File: src/rtl/ts_wrap_pkg.sv
package ts_wrap_pkg;

  function automatic logic [15:0] f_max_count(input logic [15:0] reload);
    return (reload == 16'd0) ? 16'hFFFF : reload;
  endfunction

  function automatic logic [15:0] f_up_count(input logic [15:0] max_c,
                                             input logic [15:0] down_c);
    return max_c - down_c;
  endfunction

  function automatic logic f_wrap_seen(input logic [15:0] up,
                                       input logic [15:0] last,
                                       input logic        flag,
                                       input logic        ipend,
                                       input logic        rpend,
                                       input logic        masked,
                                       input logic [15:0] max_c,
                                       input logic [15:0] low_thr);
    logic near_start;
    near_start = (up < low_thr) || (masked && (up < (max_c >> 1)));
    return (up < last) || (!flag && (ipend || (rpend && near_start)));
  endfunction

endpackage

File: src/rtl/ts_upconv.sv
module ts_upconv #(
  parameter int CW = 16
) (
  input  logic [CW-1:0] reload,
  input  logic [CW-1:0] down_cnt,
  output logic [CW-1:0] max_cnt,
  output logic [CW-1:0] up_cnt
);
  import ts_wrap_pkg::*;

  always_comb begin
    max_cnt = f_max_count(reload);
    up_cnt  = f_up_count(max_cnt, down_cnt);
  end
endmodule

File: src/rtl/ts_wrap_detect.sv
module ts_wrap_detect #(
  parameter int CW        = 16,
  parameter int LOW_THRESH = 20
) (
  input  logic          rd_req,
  input  logic [CW-1:0] up_cnt,
  input  logic [CW-1:0] last_mid,
  input  logic          flag_mid,
  input  logic          irq_pend,
  input  logic          raw_pend,
  input  logic          irq_masked,
  input  logic [CW-1:0] max_cnt,
  output logic          wrap_evt
);
  import ts_wrap_pkg::*;
  localparam logic [CW-1:0] THR = CW'(LOW_THRESH);

  always_comb begin
    wrap_evt = rd_req && f_wrap_seen(up_cnt, last_mid, flag_mid, irq_pend,
                                     raw_pend, irq_masked, max_cnt, THR);
  end
endmodule

File: src/rtl/ts_accum.sv
module ts_accum #(
  parameter int CW = 16,
  parameter int OW = 32
) (
  input  logic          clk,
  input  logic          rst_n,
  input  logic          tick,
  input  logic          rd_req,
  input  logic          wrap_evt,
  input  logic [CW-1:0] max_cnt,
  input  logic [CW-1:0] up_cnt,
  output logic [CW-1:0] last_mid,
  output logic          flag_mid,
  output logic [OW-1:0] offset_q,
  output logic [CW-1:0] last_q,
  output logic          ticked_q,
  output logic          rd_valid,
  output logic [OW-1:0] rd_value
);
  localparam int PADW = OW - CW;

  logic [OW-1:0] max_ext;
  logic [OW-1:0] off_mid;
  logic [OW-1:0] off_next;
  logic          tick_adds;

  always_comb begin
    max_ext   = {{PADW{1'b0}}, max_cnt};
    tick_adds = tick && !ticked_q;
    off_mid   = tick_adds ? offset_q + max_ext : offset_q;
    last_mid  = tick_adds ? '0 : last_q;
    flag_mid  = tick ? 1'b0 : ticked_q;
    off_next  = wrap_evt ? off_mid + max_ext : off_mid;
  end

  always_ff @(posedge clk) begin
    if (!rst_n) begin
      offset_q <= '0;
      last_q   <= '0;
      ticked_q <= 1'b0;
      rd_valid <= 1'b0;
      rd_value <= '0;
    end else begin
      offset_q <= off_next;
      ticked_q <= flag_mid | wrap_evt;
      rd_valid <= rd_req;
      if (rd_req) begin
        last_q   <= up_cnt;
        rd_value <= off_next + {{PADW{1'b0}}, up_cnt};
      end else begin
        last_q   <= last_mid;
      end
    end
  end
endmodule

File: src/rtl/ts_wrap_counter.sv
module ts_wrap_counter #(
  parameter int CW         = 16,
  parameter int OW         = 32,
  parameter int LOW_THRESH = 20
) (
  input  logic          clk,
  input  logic          rst_n,
  input  logic [CW-1:0] period_cfg,
  input  logic [CW-1:0] cnt_in,
  input  logic          rd_req,
  input  logic          tick,
  input  logic          irq_pend,
  input  logic          raw_pend,
  input  logic          irq_masked,
  output logic          rd_valid,
  output logic [OW-1:0] rd_value
);
  logic [CW-1:0] max_cnt;
  logic [CW-1:0] up_cnt;
  logic [CW-1:0] last_mid;
  logic          flag_mid;
  logic          wrap_evt;
  logic [OW-1:0] offset_q;
  logic [CW-1:0] last_q;
  logic          ticked_q;

  ts_upconv #(.CW(CW)) u_conv (
    .reload(period_cfg), .down_cnt(cnt_in), .max_cnt(max_cnt), .up_cnt(up_cnt)
  );

  ts_wrap_detect #(.CW(CW), .LOW_THRESH(LOW_THRESH)) u_det (
    .rd_req(rd_req), .up_cnt(up_cnt), .last_mid(last_mid), .flag_mid(flag_mid),
    .irq_pend(irq_pend), .raw_pend(raw_pend), .irq_masked(irq_masked),
    .max_cnt(max_cnt), .wrap_evt(wrap_evt)
  );

  ts_accum #(.CW(CW), .OW(OW)) u_acc (
    .clk(clk), .rst_n(rst_n), .tick(tick), .rd_req(rd_req), .wrap_evt(wrap_evt),
    .max_cnt(max_cnt), .up_cnt(up_cnt), .last_mid(last_mid), .flag_mid(flag_mid),
    .offset_q(offset_q), .last_q(last_q), .ticked_q(ticked_q),
    .rd_valid(rd_valid), .rd_value(rd_value)
  );
endmodule

File: config.mk
export PLATFORM = sky130hd
export DESIGN_NAME = ts_wrap_counter
export DESIGN_NICKNAME = d
export VERILOG_FILES = /design/src/rtl/ts_wrap_pkg.sv /design/src/rtl/ts_upconv.sv /design/src/rtl/ts_wrap_detect.sv /design/src/rtl/ts_accum.sv /design/src/rtl/ts_wrap_counter.sv
export SDC_FILE = /design/constraint.sdc
export NUM_CORES = 1
export LEC_CHECK = 0
export BUFFER_PORTS_ARGS = -buffer_cell sky130_fd_sc_hd__buf_2
export CAP_MARGIN = 20
export CORE_ASPECT_RATIO = 1.2
export CORE_MARGIN = 4
export CORE_UTILIZATION = 24
export CTS_BUF_LIST = sky130_fd_sc_hd__clkbuf_8
export CTS_CLUSTER_SIZE = 25
export DETAILED_ROUTE_END_ITERATION = 16
export HOLD_SLACK_MARGIN = 0.05
export PLACE_DENSITY = 0.38
export SYNTH_ARGS = -nofsm -noshare
export SYNTH_HDL_FRONTEND = slang
export SYNTH_SLANG_ARGS = --single-unit
File: constraint.sdc
create_clock -name clk -period 17.1 [get_ports clk]
set_input_delay 2.565 -clock clk [delete_from_list [all_inputs] [get_ports clk]]
set_output_delay 2.565 -clock clk [all_outputs]
set_load 0.005 [all_outputs]
* Word-level counts from Yosys, hierarchy flattened
Index checks and enable logic that the tools add are counted.
Cells by class: $lt $le $gt $ge 3, bitwise logic cells 1, add/sub/neg operators 4, reduce and logical (&&, ||, !) cells 11, muxes and demuxes 6
Operator list (count):
- 32-bit by 16-bit adder with 32-bit output | 3
- 32-bit two-way mux | 2
- 16-bit two-way mux | 3
- 16-bit logical NOT | 1
- 16-bit by 15-bit less-than comparator with 1-bit output | 1
- 16-bit less-than comparator | 1
- 16-bit by 5-bit less-than comparator with 1-bit output (second input constant) | 1
- 16-bit subtractor | 1
- 1-bit logical AND | 5
- 1-bit logical OR | 3
- 1-bit logical NOT | 2
- 1-bit two-way mux | 1
- 1-bit OR | 1
Storage, ports and cells: flip-flop bits (word level) 82, logic and storage cells 30, input bits 39, output and inout port bits 33

* Longest topological paths before layout
Gate-level depths: netlist (run 1).
depth in word-level cells 13, gate-level depth with buffers 41, mapped depth without buffers 37

* Modules after synthesis
Synthesis (run 1) repeated with hierarchy kept, for this count alone.
Unflattened totals: cell total of the unflattened synthesis 1092, area, all modules 8484.4 µm²
Modules (own cells, without submodules):
- ts_accum | times used 1, sequential area each 1641.6 µm², area each 6665.1 µm², cells each 837
- ts_upconv | times used 1, sequential area each 0.0 µm², area each 1007.2 µm², cells each 141
- ts_wrap_detect | times used 1, sequential area each 0.0 µm², area each 812.0 µm², cells each 114

* Least setup slack after synthesis (run 1)
Ideal clock, no wire load.
kind input-to-reg, start point input period_cfg[4], end point register u_acc.rd_value[28], stages on the path 38, required time 17.026 ns, setup time 0.074 ns, arrival 10.422 ns, path buffers 5, slack 6.604 ns, cell sequence nor4_1 -> nand4_1 -> clkbuf_1 -> nand2_1 -> inv_1 -> fa_1 -> nor2b_4 -> o2111a_2 -> o32a_1 -> nand3_1 -> ha_1 -> nand3_1 -> a2111oi_0 -> o211ai_1 -> a31oi_1 -> o21ai_1 -> a21boi_0 -> o21ai_4 -> (+2 left out) -> buf_6 -> clkbuf_1 -> mux2i_1 -> fa_1 -> nor2b_1 -> o21ai_0 -> nand2b_1 -> nand2_1 -> a21oi_1 -> nor4_1 -> o41ai_1 -> a21o_1 -> a21boi_0 -> nand2b_1 -> or4_1 -> buf_2 -> or4_1 -> a31oi_1
On the way: word-level cells in the longest chain between the ends 13, elaborated cells on any way between the ends 18, classes of those cells add/sub (4); order compare (3); mux (3); reduce/logical (8)
Ends and longest elaborated chain:
- start: declaration | RTL line ts_wrap_counter.sv:8 | input logic [CW-1:0] period_cfg,
- 16-bit logical NOT | RTL line ts_wrap_pkg.sv:4 | return (reload == 16'd0) ? 16'hFFFF : reload;
- 16-bit two-way mux * | RTL line ts_wrap_pkg.sv:4
- branches (longest 10 deep; another with 32-bit by 16-bit adder with 32-bit output)
- 32-bit by 16-bit adder with 32-bit output * | RTL line ts_accum.sv:49 | rd_value <= off_next + {{PADW{1'b0}}, up_cnt};
- end signal: assignment | RTL line ts_accum.sv:49
- end: declaration | RTL line ts_accum.sv:18 | output logic [OW-1:0] rd_value
Mark *: on every way between the ends. A chain may end at the register's enable or synchronous reset.

* Worst setup path after layout (run 1)
start point input period_cfg[4], end point register u_acc.rd_value[28]
On the way: word-level cells in the longest chain between the ends 13, elaborated cells on any way between the ends 18, classes of those cells add/sub (4); order compare (3); mux (3); reduce/logical (8)
Ends and longest elaborated chain:
- 16-bit logical NOT | RTL line ts_wrap_pkg.sv:4
- 16-bit two-way mux * | RTL line ts_wrap_pkg.sv:4
- branches (longest 9 deep; another with 32-bit by 16-bit adder with 32-bit output)
- 32-bit two-way mux * | RTL line ts_accum.sv:33 | off_next = wrap_evt ? off_mid + max_ext : off_mid;
- net u_acc.off_next[0] | RTL line ts_accum.sv:24 | logic [OW-1:0] off_next;
- 32-bit by 16-bit adder with 32-bit output * | RTL line ts_accum.sv:49
Mark *: on every way through the listed nets, which the timed path passes.

==> results by group, run 1 <==
Power
  – VDD IR max: around 0.000037 V
  – Power density cells: 141.7 nW/µm²
  – Leak pwr: between 3 and 4 nW

Logic synthesis
  – Async set-reset flop share out of synthesis: 0%
  – Yosys top cell by area: dfxtp_1
  – Syn Nets: between 1,000 and 1,500
  – Synth Warn #: 0
  – Mapped Cells: 1,047
  – Post-synth EDFFs: 0
  – Register bit total from synthesis: 82
  – Synth cell types: 87
  – Main synth FF type: dfxtp_1
  – Main area contributors after synthesis: dfxtp_1, ha_1, xnor2_1
  – Top-area cell type share of the netlist area: around 20%
  – Syn Std Cell Area: roughly 8000 µm²
  – Syn_area_per_cell: 7.689 µm²
  – Seq/Total Area, Yosys: 20.39%

Floorplan
  – Die Area: 36,550 µm²
  – Core area: 33,160 µm²
  – Die extent in x: 175.2 µm
  – Initial Utilization: 24.28%
  – Io pins: approximately 70
  – Std cell rows: between 70 and 80
  – Die Y: 208.6 µm

STA
  – Max_slew headroom: between 30% and 40%
  – Clk_skew: about 0.012 ns
  – Final hold violation count: 0
  – Fmax: 83.41 MHz
  – Slew @ Worst Pin: 0.9194 ns
  – Min cycle time layout: roughly 12 ns
  – Setup TNS: 0 ns
  – Final setup fails: 0
  – Hold_ws: 0.4693 ns
  – RSZ-0062 raised after global routing: false
  – Final Max Tran Viols: 0
  – Crit share post-route: 70.11%

Global routing
  – Largest net degree at the start of global routing: 69
  – First-pass GRT wire length: between 40,000 and 50,000 µm
  – Gr usage total: 14.78%
  – GRT overflow: 0
  – Initial antenna violation count: 0
  – Number of global-route vias before repair: 7,639

Route
  – Vias per cell: 4.894
  – DR WL met2: 13,280 µm
  – DRC Markers: 0
  – Metal3 WL: 846 µm
  – Starting DRT DRC Count: just under 400
  – Met1 WL: 12,440 µm
  – Max Used Layer: met4
  – 1st-pass router iterations: 5
  – DR vias: around 7,600
  – Drt total wl: approximately 27,000 µm
  – Routed WL per cell: about 17 µm
  – Antenna-violating nets left: 0

Placement
  – DP Cell Count: 1,538
  – DPL Wire Length: 21,540 µm
  – GPL Wtd Cong: just under 0.8
  – Cell Area, Placed: ~8900 µm²
  – Port buffer count: 71

Setup path
  – Critical Path Fanout Max: 26
  – CP Capture Type: flop
  – Most Frequent Cell on Critical Path: nand2_1
  – Slowest stage cell, crit path: or4_1
  – CP peak stage delay: 0.69 ns
  – Crit path launch type: input port
  – Worst EP required: 17.41 ns
  – Worst Setup SP: period_cfg[4]
  – Reg2Reg Launch Point: u_acc.ticked_q
  – CP Class: in2reg
  – Crit path arrival time: 12.30 ns

Cells and area
  – Area of the multi-input gates: between 6000 and 7000 µm²
  – Final #Nets: 1,232
  – Diodes inserted: 0
  – Share of cells above drive strength 1: 12.06%
  – Post-Layout Inst Area: 9054 µm²
  – Seq. cell area: between 1500 and 2000 µm²
  – Filler Cells Inserted: 3,666
  – Area Growth Syn to Fin: 12.46%
  – Non-Filler Instances: 1,553

Outcome
  – Status: finished, final reports clean

Min path
  – Worst min-delay path startpoint: u_acc.rd_value[5]
  – Hold/Removal Path Class: reg2reg

Job
  – Max-cap violation count: 0

CTS
  – Clock slew at reported path FFs: approximately 0.090 ns
  – CTS Sinks: 82
  – Post-CTS Repair Setup Buffers: 0
  – H-tree level count: 3
  – Post-CTS sizing: 0
  – Clk Latency, worst-skew pair: 0.38 ns
  – TritonCTS clock tree: done
  – CTS Root Cell: clkbuf_8
  – Cts bufs inserted: 9
  – Maximum clock insertion buffer count: 2
  – Hold Buf Count CTS: 0
-- metal layers --
layer  GRT usage (%)  vias up
met2           26.10      128
met1           19.06     3570
met5               0        -
met3           1.791       23
li1                -     3880
met4           3.821        0
-- critical path, delay by kind of cell --
family	cells	cell delay (ns)
compound gates	14	3.44
simple gates	13	3.57
buf+inv	4	0.69
mux	1	0.23
xor+xnor	1	0.55
fa+ha+maj	4	1.21
-- placed cells by master (no fill, tap or decap), types with 20 or more instances in the layout --
cell	instances
dfxtp_1	82
nor2_1	109
and2_1	27
xnor2_1	51
nand3_1	23
o21ai_0	61
inv_1	59
xor2_1	24
buf_2	71
nand2_1	88
nor3_1	20
a21oi_1	76
ha_1	90
nand2b_1	27
-- worst paths after layout --
path                            depth (start not counted)  slack [ns]                  to
worst max-delay path                                   37        5.11  u_acc.rd_value[28]
worst min-delay path                                    2        0.47   u_acc.rd_value[5]
worst max register to register                         29        9.53  u_acc.rd_value[28]
worst min register to register                          2        0.47   u_acc.rd_value[5]
-- cell families after synthesis --
group | share of synthesized area (%)
flops | 20.39
mux | 2.611
buf+inv | 4.818
simple gates | 25.24
fa+ha+maj | 15.12
xor+xnor | 8.362
compound gates | 23.45
-- synthesized netlist by cell type, types with 9 or more instances --
master      n
or3_1      12
a31oi_1    16
or4_1      13
nor3_1     20
o21a_1     14
ha_1       90
a211oi_1   12
nor4_1     15
o21ai_0    61
nand2_1    88
nand3_1    23
xor2_1     24
nor2_1    109
a21oi_1    76
o31ai_1     9
nand4_1     9
mux2i_1    12
o211ai_1   12
nand2b_1   28
xnor2_1    51
inv_1      57
and2_1     27
clkbuf_1   24
nor2b_1    12
a21o_1     14
dfxtp_1    82
-- report_power, final --
group	total, mW	leakage (nW)	internal [mW]	switching [mW]
registers	0.248	0.673	0.228	0.0192
logic	0.890	3.02	0.374	0.516
clock network	0.146	0.105	0.0693	0.0764
-- cell type report --
cell class / count / area share, %
Inverter: 60 / 2.488
Clock buffer: 10 / 1.520
Sequential cell: 82 / 18.13
Timing Repair Buffer: 78 / 4.505
Multi-Input combinational cell: 868 / 66.61
Clock inverter: 5 / 0.5252
Tap cell: 450 / 6.219
-- through the flow --
stage | worst slack [ns] | total power, mW | utilization (%)
3_3_place_gp | 4.804 | 1.158 | 26.75
3_5_place_dp | 4.774 | 1.144 | 26.75
2_1_floorplan | 6.604 | 0.9109 | -
5_1_grt | 4.054 | 1.419 | 27.31
4_1_cts | 5.110 | 1.302 | 27.31
6_report | 5.111 | 1.283 | 27.31
-- state kept, by name, summed over array words and instances (netlist names) --
signal / flops
u_acc.last_q: 16
u_acc.offset_q: 32
u_acc.rd_valid: 1
u_acc.rd_value: 32
u_acc.ticked_q: 1
(Power assumes the default switching activity.)
==> inputs of run 2 (changes only) <==
--- a/config.mk
+++ b/config.mk
@@ -14,7 +14,7 @@
 export CTS_CLUSTER_SIZE = 25
 export DETAILED_ROUTE_END_ITERATION = 16
 export HOLD_SLACK_MARGIN = 0.05
-export PLACE_DENSITY = 0.38
+export PLACE_DENSITY = 0.39
 export SYNTH_ARGS = -nofsm -noshare
 export SYNTH_HDL_FRONTEND = slang
 export SYNTH_SLANG_ARGS = --single-unit
==> constraint.sdc (replaced) <==
create_clock -name clk -period 10.01 [get_ports clk]
set_input_delay 1.5015 -clock clk [delete_from_list [all_inputs] [get_ports clk]]
set_output_delay 1.5015 -clock clk [all_outputs]
set_load 0.005 [all_outputs]
==> run 2 against run 1 <==
Effect of this change: power rose by 79%; hold slack better by 0.0051 ns; clock skew up 0.0048 ns; via count increased by 1.2%; design area grew 3.4%; critical endpoint unchanged; sequential share of layout area decreased by 0.60 points; final cell count up 2.1%; highest routed layer unchanged; combinational power increased by 73%.
==> results by group, run 2 (synthesis results as in run 1) <==
Floorplan
  – Die Area: 36,550 µm² (unchanged)
  – Std cell rows: 73 (unchanged)
  – Die extent in x: 175.2 µm (unchanged)
  – Core area: 33,160 µm² (unchanged)
  – Die Y: 208.6 µm (unchanged)
  – Io pins: 72 (unchanged)
  – Initial Utilization: 24.28% (unchanged)

Global routing
  – Gr usage total: 14.55% (-0.22 points)
  – Number of global-route vias before repair: 7,796 (+2.1%)
  – GRT overflow: 0 (unchanged)
  – Largest net degree at the start of global routing: 70 (+1.4%)
  – Initial antenna violation count: 0 (unchanged)
  – First-pass GRT wire length: 42,630 µm (-0.61%)

STA
  – Fmax: 107.8 MHz
  – Final hold violation count: 0 (unchanged)
  – Setup TNS: 0 ns (unchanged)
  – Crit share post-route: 92.66%
  – Final Max Tran Viols: 0 (unchanged)
  – Slew @ Worst Pin: 0.9271 ns (+0.007666 ns)
  – Final setup fails: 0 (unchanged)
  – Max_slew headroom: 38.19% (-0.42 points)
  – Clk_skew: 0.01665 ns (+0.004805 ns)
  – Min cycle time layout: around 9.3 ns
  – RSZ-0062 raised after global routing: false

Setup path
  – CP peak stage delay: 0.62 ns (-0.07 ns)
  – Worst EP required: 10.33 ns (-7.08 ns)
  – Slowest stage cell, crit path: or4_4
  – Crit path arrival time: 9.60 ns (-2.70 ns)
  – Crit path launch type: input port
  – CP Capture Type: flop
  – Critical Path Fanout Max: 9 (-65%)
  – CP Class: in2reg

Route
  – Starting DRT DRC Count: 423 (+7.9%)
  – Routed WL per cell: 16.83 µm (-3.2%)
  – Vias per cell: 4.851 (-0.88%)
  – Drt total wl: 26,680 µm (-1.2%)
  – Antenna-violating nets left: 0 (unchanged)
  – 1st-pass router iterations: 4 (-1)
  – DR vias: 7,689 (+1.2%)
  – DRC Markers: 0 (unchanged)

Outcome
  – Status: finished, final reports clean

CTS
  – H-tree level count: 3 (unchanged)
  – CTS Sinks: 82 (unchanged)
  – Clk Latency, worst-skew pair: 0.39 ns (about the same)
  – CTS Root Cell: clkbuf_8
  – Clock slew at reported path FFs: 0.10 ns (about the same)
  – Post-CTS Repair Setup Buffers: 0 (unchanged)
  – TritonCTS clock tree: done
  – Cts bufs inserted: 9 (unchanged)
  – Hold Buf Count CTS: 0 (unchanged)
  – Maximum clock insertion buffer count: 2 (unchanged)
  – Post-CTS sizing: 0 (unchanged)

Power
  – VDD IR max: 0.00009391 V (+150%)
  – Leak pwr: 3.969 nW (+4.6%)
  – Final Total Pwr: 2.292 mW (+79%)
  – Power density cells: 244.8 nW/µm² (+73%)

Cells and area
  – Commonest non-fill, non-tap cells in the layout: nor2_1, ha_1, nand2_1, dfxtp_1, a21oi_1
  – Biggest regs: u_acc.offset_q: 32 flops, u_acc.rd_value: 32 flops, u_acc.last_q: 16 flops
  – Final #Nets: 1,263 (+2.5%)
  – Fin util: 28.24% (+0.93 points)
  – Filler Cells Inserted: 3,683 (+0.46%)
  – Area of the multi-input gates: 6035 µm² (about the same)
  – Seq. cell area: 1642 µm² (unchanged)
  – Area Growth Syn to Fin: 16.29%
  – Share of cells above drive strength 1: 14.73% (+2.7 points)
  – Most common cell after layout, fill and taps aside: nor2_1

Min path
  – Hold/Removal Path Class: reg2reg

Placement
  – GPL Wtd Cong: 0.8138 (+3.3%)
  – Port buffer count: 71 (unchanged)
  – DPL Wire Length: 21,620 µm (+0.40%)

Job
  – Max-cap violation count: 0 (unchanged)
==> run 2: critical path: cells and delay by family <==
| kind | cells | cell delay, ns |
|---|---|---|
| muxes | 1 | 0.25 |
| and+or+nand+nor | 13 | 2.98 |
| buffers and inverters | 3 | 0.34 |
| adders and majority gates | 5 | 1.42 |
| AOI/OAI and AO/OA | 15 | 2.90 |
| xor gates and xnor gates | 1 | 0.19 |
==> run 2: final timing paths <==
kind / from / end / slack [ns] / depth (start not counted)
worst min-delay path: u_acc.rd_value[11] / u_acc.rd_value[11] / 0.47 / 2
worst min register to register: u_acc.rd_value[11] / u_acc.rd_value[11] / 0.47 / 2
worst max register to register: u_acc.ticked_q / u_acc.rd_value[28] / 3.25 / 28
worst max-delay path: period_cfg[11] / u_acc.rd_value[28] / 0.74 / 38
==> run 2: power breakdown <==
part / internal, mW / leakage, nW / switching, mW
logic: 0.664 / 3.17 / 0.879
clock network: 0.189 / 0.129 / 0.137
registers: 0.390 / 0.673 / 0.0331
==> run 2: per-layer routing <==
| metal | share of wire (%) | GRT usage (%) | vias up | routed length, µm |
|---|---|---|---|---|
| met1 | 48 | 19.50 | 3581 | 12890 |
| met5 | 0 | 0 | - | 0 |
| met4 | 1.6 | 3.957 | 0 | 434 |
| met2 | 47 | 24.77 | 126 | 12600 |
| met3 | 2.8 | 1.701 | 26 | 748 |
| li1 | - | - | 3956 | - |
==> run 2: layout make-up <==
type / count / share of cell area (%)
timing repair buffer: 109 / 6.843
clock buffer: 9 / 1.323
inverter: 60 / 2.406
antenna: 1 / 0.02673
clock inverter: 6 / 1.390
tap: 450 / 6.014
sequential: 82 / 17.54
multi-input combinational: 868 / 64.46
==> run 2: metrics by stage <==
step	setup slack, ns	cells	hold WS, ns	cell area, µm²
after floorplan	0.5770	1047	0.4558	8050
after global placement	0.1296	1569	0.4664	9094
after detailed placement	-0.07536	1569	0.4596	9094
after CTS	0.3165	1584	0.4778	9348
after global routing	0.1011	1584	0.4891	9359
final	0.7351	1585	0.4744	9361
